==> src/rtl/irq_coal_pkg.sv <==
package irq_coal_pkg;

    localparam int THR_W  = 8;
    localparam int DLY_W  = 8;
    localparam int REG_DW = 32;
    localparam int REG_AW = 2;

    typedef enum logic [REG_AW-1:0] {
        SEL_CTRL   = 2'd0,
        SEL_THRESH = 2'd1,
        SEL_DELAY  = 2'd2,
        SEL_STATUS = 2'd3
    } reg_sel_e;

    typedef struct packed {
        logic dly;
        logic cmpl;
    } irq_bits_t;

endpackage

==> src/rtl/irq_coal_regs.sv <==
module irq_coal_regs
    import irq_coal_pkg::*;
#(
    parameter int TW = THR_W,
    parameter int DW = DLY_W,
    parameter int RW = REG_DW
) (
    input  logic            clk,
    input  logic            rst,
    input  logic            wr_en,
    input  logic [1:0]      wr_addr,
    input  logic [RW-1:0]   wr_data,
    input  logic [1:0]      rd_addr,
    output logic [RW-1:0]   rd_data,
    input  irq_bits_t       set_in,
    output irq_bits_t       en_q,
    output irq_bits_t       sts_q,
    output logic [TW-1:0]   thr_q,
    output logic [DW-1:0]   dly_q,
    output logic            thr_wr,
    output logic            dly_wr
);

    reg_sel_e  wsel;
    reg_sel_e  rsel;
    irq_bits_t clr;
    logic [TW-1:0] thr_in;
    logic unused_wdata;

    assign wsel   = reg_sel_e'(wr_addr);
    assign rsel   = reg_sel_e'(rd_addr);
    assign thr_wr = wr_en && (wsel == SEL_THRESH);
    assign dly_wr = wr_en && (wsel == SEL_DELAY);
    assign thr_in = (wr_data[TW-1:0] == '0) ? TW'(1) : wr_data[TW-1:0];
    assign unused_wdata = ^wr_data;

    always_comb begin
        clr = '0;
        if (wr_en && (wsel == SEL_STATUS)) begin
            clr.cmpl = wr_data[0];
            clr.dly  = wr_data[1];
        end
    end

    always_ff @(posedge clk) begin
        if (rst) begin
            en_q  <= '0;
            sts_q <= '0;
            thr_q <= TW'(1);
            dly_q <= '0;
        end else begin
            sts_q.cmpl <= (sts_q.cmpl & ~clr.cmpl) | set_in.cmpl;
            sts_q.dly  <= (sts_q.dly  & ~clr.dly)  | set_in.dly;
            if (wr_en && (wsel == SEL_CTRL)) begin
                en_q.cmpl <= wr_data[0];
                en_q.dly  <= wr_data[1];
            end
            if (thr_wr) thr_q <= thr_in;
            if (dly_wr) dly_q <= wr_data[DW-1:0];
        end
    end

    always_comb begin
        rd_data = '0;
        case (rsel)
            SEL_CTRL:   rd_data[1:0]    = en_q;
            SEL_THRESH: rd_data[TW-1:0] = thr_q;
            SEL_DELAY:  rd_data[DW-1:0] = dly_q;
            SEL_STATUS: rd_data[1:0]    = sts_q;
            default:    rd_data         = '0;
        endcase
    end

endmodule

==> src/rtl/irq_coal_count.sv <==
module irq_coal_count #(
    parameter int TW = 8
) (
    input  logic          clk,
    input  logic          rst,
    input  logic          done,
    input  logic [TW-1:0] thr,
    input  logic          thr_wr,
    output logic [TW-1:0] cnt_q,
    output logic          fire
);

    localparam int EW = TW + 1;

    logic [TW-1:0] cnt_d;
    logic [EW-1:0] cnt_inc;

    assign cnt_inc = {1'b0, cnt_q} + EW'(1);

    always_comb begin
        cnt_d = cnt_q;
        fire  = 1'b0;
        if (thr_wr) begin
            cnt_d = '0;
        end else if (done) begin
            if (cnt_inc >= {1'b0, thr}) begin
                cnt_d = '0;
                fire  = 1'b1;
            end else begin
                cnt_d = cnt_inc[TW-1:0];
            end
        end
    end

    always_ff @(posedge clk) begin
        if (rst) cnt_q <= '0;
        else     cnt_q <= cnt_d;
    end

endmodule

==> src/rtl/irq_coal_delay.sv <==
module irq_coal_delay #(
    parameter int DW = 8
) (
    input  logic          clk,
    input  logic          rst,
    input  logic          activity,
    input  logic          tick,
    input  logic [DW-1:0] dly,
    input  logic          dly_wr,
    output logic          armed_q,
    output logic [DW-1:0] val_q,
    output logic          fire
);

    logic          armed_d;
    logic [DW-1:0] val_d;

    always_comb begin
        armed_d = armed_q;
        val_d   = val_q;
        fire    = 1'b0;
        if (dly_wr) begin
            armed_d = 1'b0;
            val_d   = '0;
        end else if (activity) begin
            val_d   = dly;
            armed_d = (dly != '0);
        end else if (armed_q && tick) begin
            if (val_q == DW'(1)) begin
                fire    = 1'b1;
                armed_d = 1'b0;
                val_d   = '0;
            end else begin
                val_d = val_q - DW'(1);
            end
        end
    end

    always_ff @(posedge clk) begin
        if (rst) begin
            armed_q <= 1'b0;
            val_q   <= '0;
        end else begin
            armed_q <= armed_d;
            val_q   <= val_d;
        end
    end

endmodule

==> src/rtl/dma_irq_coalesce.sv <==
module dma_irq_coalesce
    import irq_coal_pkg::*;
#(
    parameter int THR_BITS = THR_W,
    parameter int DLY_BITS = DLY_W,
    parameter int DATA_W   = REG_DW
) (
    input  logic              clk,
    input  logic              rst,
    input  logic              desc_done,
    input  logic              xfer_start,
    input  logic              tick,
    input  logic              reg_wr,
    input  logic [1:0]        reg_addr,
    input  logic [DATA_W-1:0] reg_wdata,
    input  logic [1:0]        reg_raddr,
    output logic [DATA_W-1:0] reg_rdata,
    output logic              irq
);

    irq_bits_t           en_q;
    irq_bits_t           sts_q;
    irq_bits_t           set_in;
    logic [THR_BITS-1:0] thr_q;
    logic [THR_BITS-1:0] cnt_q;
    logic [DLY_BITS-1:0] dly_q;
    logic [DLY_BITS-1:0] tmr_val;
    logic                tmr_armed;
    logic                thr_wr;
    logic                dly_wr;
    logic                cmpl_fire;
    logic                dly_fire;

    irq_coal_regs #(.TW(THR_BITS), .DW(DLY_BITS), .RW(DATA_W)) u_regs (
        .clk     (clk),
        .rst     (rst),
        .wr_en   (reg_wr),
        .wr_addr (reg_addr),
        .wr_data (reg_wdata),
        .rd_addr (reg_raddr),
        .rd_data (reg_rdata),
        .set_in  (set_in),
        .en_q    (en_q),
        .sts_q   (sts_q),
        .thr_q   (thr_q),
        .dly_q   (dly_q),
        .thr_wr  (thr_wr),
        .dly_wr  (dly_wr)
    );

    irq_coal_count #(.TW(THR_BITS)) u_count (
        .clk    (clk),
        .rst    (rst),
        .done   (desc_done),
        .thr    (thr_q),
        .thr_wr (thr_wr),
        .cnt_q  (cnt_q),
        .fire   (cmpl_fire)
    );

    irq_coal_delay #(.DW(DLY_BITS)) u_delay (
        .clk      (clk),
        .rst      (rst),
        .activity (desc_done | xfer_start),
        .tick     (tick),
        .dly      (dly_q),
        .dly_wr   (dly_wr),
        .armed_q  (tmr_armed),
        .val_q    (tmr_val),
        .fire     (dly_fire)
    );

    assign set_in.cmpl = cmpl_fire;
    assign set_in.dly  = dly_fire;
    assign irq = (sts_q.cmpl & en_q.cmpl) | (sts_q.dly & en_q.dly);

endmodule

==> config.mk <==
export PLATFORM = sky130hd
export DESIGN_NAME = dma_irq_coalesce
export DESIGN_NICKNAME = d
export VERILOG_FILES = /design/src/rtl/irq_coal_pkg.sv /design/src/rtl/irq_coal_regs.sv /design/src/rtl/irq_coal_count.sv /design/src/rtl/irq_coal_delay.sv /design/src/rtl/dma_irq_coalesce.sv
export SDC_FILE = /design/constraint.sdc
export NUM_CORES = 1
export LEC_CHECK = 0
export BUFFER_PORTS_ARGS = -buffer_cell sky130_fd_sc_hd__clkbuf_2
export CORE_AREA = 2 2 55 108
export DETAILED_ROUTE_END_ITERATION = 8
export DIE_AREA = 0 0 57 110
export PLACE_DENSITY = 0.69
export SYNTH_ARGS = -nofsm -noshare
export SYNTH_HDL_FRONTEND = slang
export SYNTH_SLANG_ARGS = --single-unit
export TNS_END_PERCENT = 1
==> constraint.sdc <==
create_clock -name clk -period 6.6 [get_ports clk]
set_input_delay 0.66 -clock clk [delete_from_list [all_inputs] [get_ports clk]]
set_output_delay 0.66 -clock clk [all_outputs]
set_load 0.03 [all_outputs]
; Word level (Yosys, flattened, before mapping)
; Index checks and enable logic that the tools add are counted.
[totals]
register_bits = 37
input_bits = 42
out_inout_bits = 33
wordCells = 61
[op_classes]
addsub = 2
order_cmp = 1
eq_ne = 7
mux = 18
bitwise = 10
n_reduce_logical = 14
[ops]
columns = cell, n
row1 = 8-bit two-way mux, 5
row2 = 6-bit one-hot mux with 2 select lines, 1
row3 = 1-bit two-way mux, 10
row4 = "8-bit by 1-bit adder with 9-bit output, second input constant", 1
row5 = 9-bit by 8-bit greater-or-equal comparator with 1-bit output, 1
row6 = "2-bit == test, second input constant", 4
row7 = "8-bit by 1-bit == test with 1-bit output, second input constant", 1
row8 = 8-bit logical NOT, 1
row9 = 2-bit one-hot mux with 4 select lines, 1
row10 = 8-bit nonzero test, 1
row11 = "8-bit by 1-bit subtractor with 8-bit output, second input constant", 1
row12 = 1-bit logical AND, 5
row13 = 1-bit AND, 4
row14 = "2-bit by 1-bit == test with 1-bit output, second input constant", 2
row15 = 2-bit logical NOT, 2
row16 = 1-bit bitwise OR, 4
row17 = 2-bit nonzero test, 2
row18 = 2-bit OR reduction, 2
row19 = 2-bit two-way mux, 1
row20 = 1-bit NOT, 2
row21 = 2-bit AND reduction, 1

; Depth between registers and ports, before layout
[depth]
ltp_word = 6
depth_mapped = 11
ltp_nobuf = 10

; Modules after synthesis
; Synthesis repeated with hierarchy kept, for this count alone.
[unflattened]
cells_unflattened = 285
area_unflattened_um2 = 2444.8
[modules_own_cells]
columns = module, instances, cells_each, area_each_um2
row1 = irq_coal_regs, 1, 132, 1131.1
row2 = irq_coal_count, 1, 79, 665.6
row3 = irq_coal_delay, 1, 72, 633.1
row4 = dma_irq_coalesce, 1, 2, 15.0

; Worst setup path before layout
; No wires, ideal clock.
[synth_path]
path_kind = flip-flop to flip-flop
from = reg u_count.cnt_q[0]
to = reg u_count.cnt_q[0]
arrival_ns = 2.388
t_required_ns = 6.542
slack_ns = 4.154
path_stages_with_launch = 12
path_buffers = 1
synth_period_minus_slack_ns = 2.446
path_cell_list = dfxtp_1 ha_1 nand3_4 nor2_1 xor2_1 ha_1 and3_1 a221oi_1 o31a_1 and3b_1 buf_6 mux2_2
[synth_via]
elab_chain_cells = 3
[synth_rtl]
columns = item, line_no
row1 = start: declaration, irq_coal_count.sv:9  ; output logic [TW-1:0] cnt_q,
row2 = start signal: assignment, irq_coal_count.sv:37  ; else cnt_q <= cnt_d;
row3 = 8-bit by 1-bit adder with 9-bit output *, irq_coal_count.sv:18  ; assign cnt_inc = {1'b0, cnt_q} + EW'(1);
row4 = 9-bit by 8-bit greater-or-equal comparator with 1-bit output, irq_coal_count.sv:26  ; if (cnt_inc >= {1'b0, thr}) begin
row5 = 8-bit two-way mux *, irq_coal_count.sv:26
; Every way passes the cells marked *; elsewhere a longest branch is shown, timed or not.
; A chain may end at the register's enable or synchronous reset.

; Worst setup path after layout
[layout_path]
from = reg u_count.cnt_q[2]
to = reg u_count.cnt_q[0]
[layout_via]
elab_chain_cells = 3
[layout_rtl]
columns = item, line_no
row1 = 8-bit by 1-bit adder with 9-bit output, irq_coal_count.sv:18
row2 = 9-bit by 8-bit greater-or-equal comparator with 1-bit output, irq_coal_count.sv:26
row3 = 8-bit two-way mux, irq_coal_count.sv:26
; Every way passes these cells.

==> report_table.html <==
<table>
<tr><th>Metric</th><th>Value</th></tr>
<tr><th colspan="2">STA</th></tr>
<tr><td>Setup violations, final</td><td>0</td></tr>
<tr><td>RSZ-0062 raised after global routing</td><td>no</td></tr>
<tr><td>Hold Fails Final Rpt</td><td>0</td></tr>
<tr><td>Max-slew violations</td><td>0</td></tr>
<tr><td>Post-route minimum period</td><td>approximately 2900 ps</td></tr>
<tr><td>Headroom to the max-slew limit</td><td>58.7%</td></tr>
<tr><td>Maximum clock skew at final layout</td><td>2.40 ps</td></tr>
<tr><td>Transition time of the tightest slew-check pin</td><td>~620 ps</td></tr>
<tr><td>Peak Freq</td><td>348 MHz</td></tr>
<tr><td>Period utilization</td><td>43.6%</td></tr>
<tr><td>Setup tns final</td><td>0 ps</td></tr>
<tr><th colspan="2">Synth</th></tr>
<tr><td>Cells after Synth</td><td>272</td></tr>
<tr><td>Most area-hungry cell type in the Yosys netlist</td><td>dfxtp_1</td></tr>
<tr><td>Warnings from Yosys</td><td>0</td></tr>
<tr><td>Top-count cell post-synth</td><td>dfxtp_1</td></tr>
<tr><td>Synthesized area per cell</td><td>8.50 µm²</td></tr>
<tr><td>Asr flop ratio synth</td><td>0%</td></tr>
<tr><td>Synth Register Bits</td><td>37</td></tr>
<tr><td>Most used flip-flop cell after synthesis</td><td>dfxtp_1</td></tr>
<tr><td>List of most frequent post-synthesis cells</td><td>dfxtp_1 (37), nor2_1 (30), buf_4 (25)</td></tr>
<tr><td>Synth area leaders</td><td>dfxtp_1 (32%), buf_4 (8.1%), ha_1 (8.1%)</td></tr>
<tr><td>Syn Std Cell Area</td><td>0.00231 mm²</td></tr>
<tr><td>Register area share after synthesis</td><td>32.0%</td></tr>
<tr><td>Count of flip-flops with a built-in enable after synthesis</td><td>0</td></tr>
<tr><td>Distinct cell type count of the synthesized netlist</td><td>48</td></tr>
<tr><td>Top-area cell type share of the netlist area</td><td>32.0%</td></tr>
<tr><th colspan="2">Run status</th></tr>
<tr><td>Outcome</td><td>completed</td></tr>
<tr><th colspan="2">Die</th></tr>
<tr><td>Number of placed I/O pins</td><td>75</td></tr>
<tr><td>Chip height</td><td>~110 µm</td></tr>
<tr><td>Die footprint</td><td>0.00627 mm²</td></tr>
<tr><td>Initial standard-cell utilization of the core</td><td>42.7%</td></tr>
<tr><td>Die span in x</td><td>between 50 and 60 µm</td></tr>
<tr><td>Placeable core region</td><td>between 0.005 and 0.006 mm²</td></tr>
<tr><td>Standard-cell rows</td><td>38</td></tr>
<tr><th colspan="2">GRT</th></tr>
<tr><td>Largest net degree at the start of global routing</td><td>24</td></tr>
<tr><td>Wire length of the first global-routing pass</td><td>7820 µm</td></tr>
<tr><td>Total grt overflow</td><td>0</td></tr>
<tr><td>Total global-route track usage</td><td>between 15 and 20%</td></tr>
<tr><td>Antenna violations before repair</td><td>0</td></tr>
<tr><td>Vias in the first global route</td><td>1725</td></tr>
<tr><th colspan="2">Layout</th></tr>
<tr><td>FILL cells</td><td>around 570</td></tr>
<tr><td>Final std cells w/o fill</td><td>353</td></tr>
<tr><td>Multi-input logic area</td><td>0.00136 mm²</td></tr>
<tr><td>Count of inserted antenna diode cells</td><td>0</td></tr>
<tr><td>Layout net count</td><td>350</td></tr>
<tr><td>Synth-to-layout area growth</td><td>6.17%</td></tr>
<tr><td>Fraction of layout instances using a drive strength above 1</td><td>a little over an eighth</td></tr>
<tr><td>Reg area</td><td>741 µm²</td></tr>
<tr><th colspan="2">Placed design</th></tr>
<tr><td>Instance count after placement with tap cells included</td><td>~350</td></tr>
<tr><td>Count of port buffers added during placement</td><td>26</td></tr>
<tr><td>Routability congestion estimate</td><td>0.783</td></tr>
<tr><td>HPWL reported at the end of detailed placement</td><td>3900 µm</td></tr>
<tr><th colspan="2">Detailed routing</th></tr>
<tr><td>Antenna-violating nets left</td><td>0</td></tr>
<tr><td>Via count of the routed design</td><td>1866</td></tr>
<tr><td>Wire per inst</td><td>13.6 µm</td></tr>
<tr><td>Final wirelength</td><td>4790 µm</td></tr>
<tr><td>Number of DRC markers after the initial detailed-route iteration</td><td>35</td></tr>
<tr><td>First-pass iteration count of the detailed router</td><td>4</td></tr>
<tr><td>Drt drc</td><td>0</td></tr>
<tr><td>Average via count per standard cell</td><td>~5.3</td></tr>
<tr><th colspan="2">Setup path</th></tr>
<tr><td>Highest fanout seen on the critical path</td><td>7</td></tr>
<tr><td>CP Launch Type</td><td>register</td></tr>
<tr><td>Critical Path AT</td><td>3110 ps</td></tr>
<tr><td>Worst setup EP type</td><td>register</td></tr>
<tr><td>CP cell instances</td><td>nand3_1, nor3_1, xor2_1, ha_1, and3_1, a221oi_1, o31a_1, and3b_1, mux2_2</td></tr>
<tr><td>Worst Path Class, Setup</td><td>reg2reg</td></tr>
<tr><td>Max stage delay cell, worst path</td><td>dfxtp_1</td></tr>
<tr><td>Worst stage delay on the critical path</td><td>between 400 and 500 ps</td></tr>
<tr><td>Endpoint required time on the critical path</td><td>6830 ps</td></tr>
<tr><th colspan="2">Clock tree</th></tr>
<tr><td>Clock tree from TritonCTS</td><td>yes</td></tr>
<tr><td>Quantity of gates resized following cts</td><td>0</td></tr>
<tr><td># H-tree levels</td><td>2</td></tr>
<tr><td>Sink Count</td><td>37</td></tr>
<tr><td># Post-CTS Setup Buffers</td><td>0</td></tr>
<tr><td>CTS hold repair buffers</td><td>0</td></tr>
<tr><td>Skew-Pair Late Insertion Delay</td><td>about 290 ps</td></tr>
<tr><td>Clk slew on worst S/H paths</td><td>approximately 70 ps</td></tr>
<tr><td>Number of buffers on the longest clock path</td><td>2</td></tr>
<tr><td>Num CTS Buffers</td><td>5</td></tr>
<tr><td>Root buffer cell</td><td>clkbuf_8</td></tr>
<tr><th colspan="2">Pwr</th></tr>
<tr><td>Leakage power summed over all cells</td><td>1.12 nW</td></tr>
<tr><td>Worst-case vdd ir drop</td><td>0.137 mV</td></tr>
<tr><td>Power density normalized to cell area</td><td>199 mW/mm²</td></tr>
<tr><th colspan="2">Run</th></tr>
<tr><td>Max-cap check violation count</td><td>0</td></tr>
<tr><th colspan="2">Worst hold path</th></tr>
<tr><td>Class of the most critical hold timing path</td><td>reg2reg</td></tr>
</table>
==> worst paths after layout <==
kind	slack, ps	end	depth (start not counted)	start
worst max register to register	3720	u_count.cnt_q[0]$_SDFFE_PP0P_	9	u_count.cnt_q[2]$_SDFFE_PP0P_
worst min-delay path	490	u_regs.sts_q[0]$_SDFF_PP0_	2	u_regs.sts_q[0]$_SDFF_PP0_
worst min register to register	490	u_regs.sts_q[0]$_SDFF_PP0_	2	u_regs.sts_q[0]$_SDFF_PP0_
worst max-delay path	3720	u_count.cnt_q[0]$_SDFFE_PP0P_	9	u_count.cnt_q[2]$_SDFFE_PP0P_
==> registers in the layout, indices dropped and copies added, names as in the netlist <==
name / cells
u_count.cnt_q: 8
u_delay.armed_q: 1
u_delay.val_q: 8
u_regs.dly_q: 8
u_regs.en_q: 2
u_regs.sts_q: 2
u_regs.thr_q: 8
==> placed cells by master, fill, tap and decap left out, drive strengths merged, types with 6 or more instances in the layout <==
cell type	count
mux2i	18
nor2b	10
nand3	6
inv	16
conb	24
dfxtp	37
clkbuf	33
nor3	7
nor2	30
ha	15
a21oi	11
a22oi	6
o21ai	10
nand2	15
==> power breakdown <==
group          switching [mW]  internal (mW)  leakage (nW)  total, mW
sequential            0.00769          0.232         0.301      0.240
combinational          0.0615         0.0296         0.776     0.0910
clock                  0.0743         0.0828        0.0443      0.157
total                   0.143          0.344          1.12      0.488
==> area by class of cell <==
class / count / share of cell area [%]
timing repair buffer: 26 / 5.30
sequential: 37 / 30.2
inverter: 16 / 2.45
tap: 60 / 3.06
multi-input combinational: 207 / 55.5
clock buffer: 7 / 3.52
==> per-stage QoR <==
stage | power (mW) | utilization [%] | worst slack, ps | hold slack (ps) | cell area [µm²]
after floorplan | 0.324 | - | 4150 | 449 | 2400
after global placement | 0.334 | 43.7 | 3740 | 478 | 2370
after detailed placement | 0.336 | 43.7 | 3740 | 477 | 2370
after CTS | 0.491 | 45.3 | 3720 | 486 | 2450
after global routing | 0.509 | 45.3 | 3510 | 529 | 2450
final | 0.488 | 45.3 | 3720 | 489 | 2450
==> layer usage <==
metal / track usage [%] / vias up / wire, µm
met5: 0 / - / 0
met4: 6.98 / 0 / 72
met3: 3.03 / 6 / 181
met2: 32.9 / 41 / 2910
met1: 14.4 / 875 / 1630
li1: - / 944 / -
==> cells by family (layout without fill, tap and decap cells) <==
family	count (synthesis)	after routing	synth area share, %
adders and majority gates	15	15	8.12
AOI/OAI and AO/OA	50	50	15.2
and+or+nand+nor	91	91	20.4
other	1	24	0.162
xor gates and xnor gates	8	8	3.03
muxes	19	19	8.28
DFF	37	37	32.0
buffers and inverters	51	49	12.8
==> worst max-delay path, delay by kind of cell (launching register included) <==
kind | cells | cell delay (ps)
and+or+nand+nor | 4 | 1080
AOI/OAI and AO/OA | 2 | 580
DFF | 1 | 440
adders and majority gates | 1 | 280
xor gates and xnor gates | 1 | 240
muxes | 1 | 200
No activity file was read; power rests on OpenSTA's default activity.
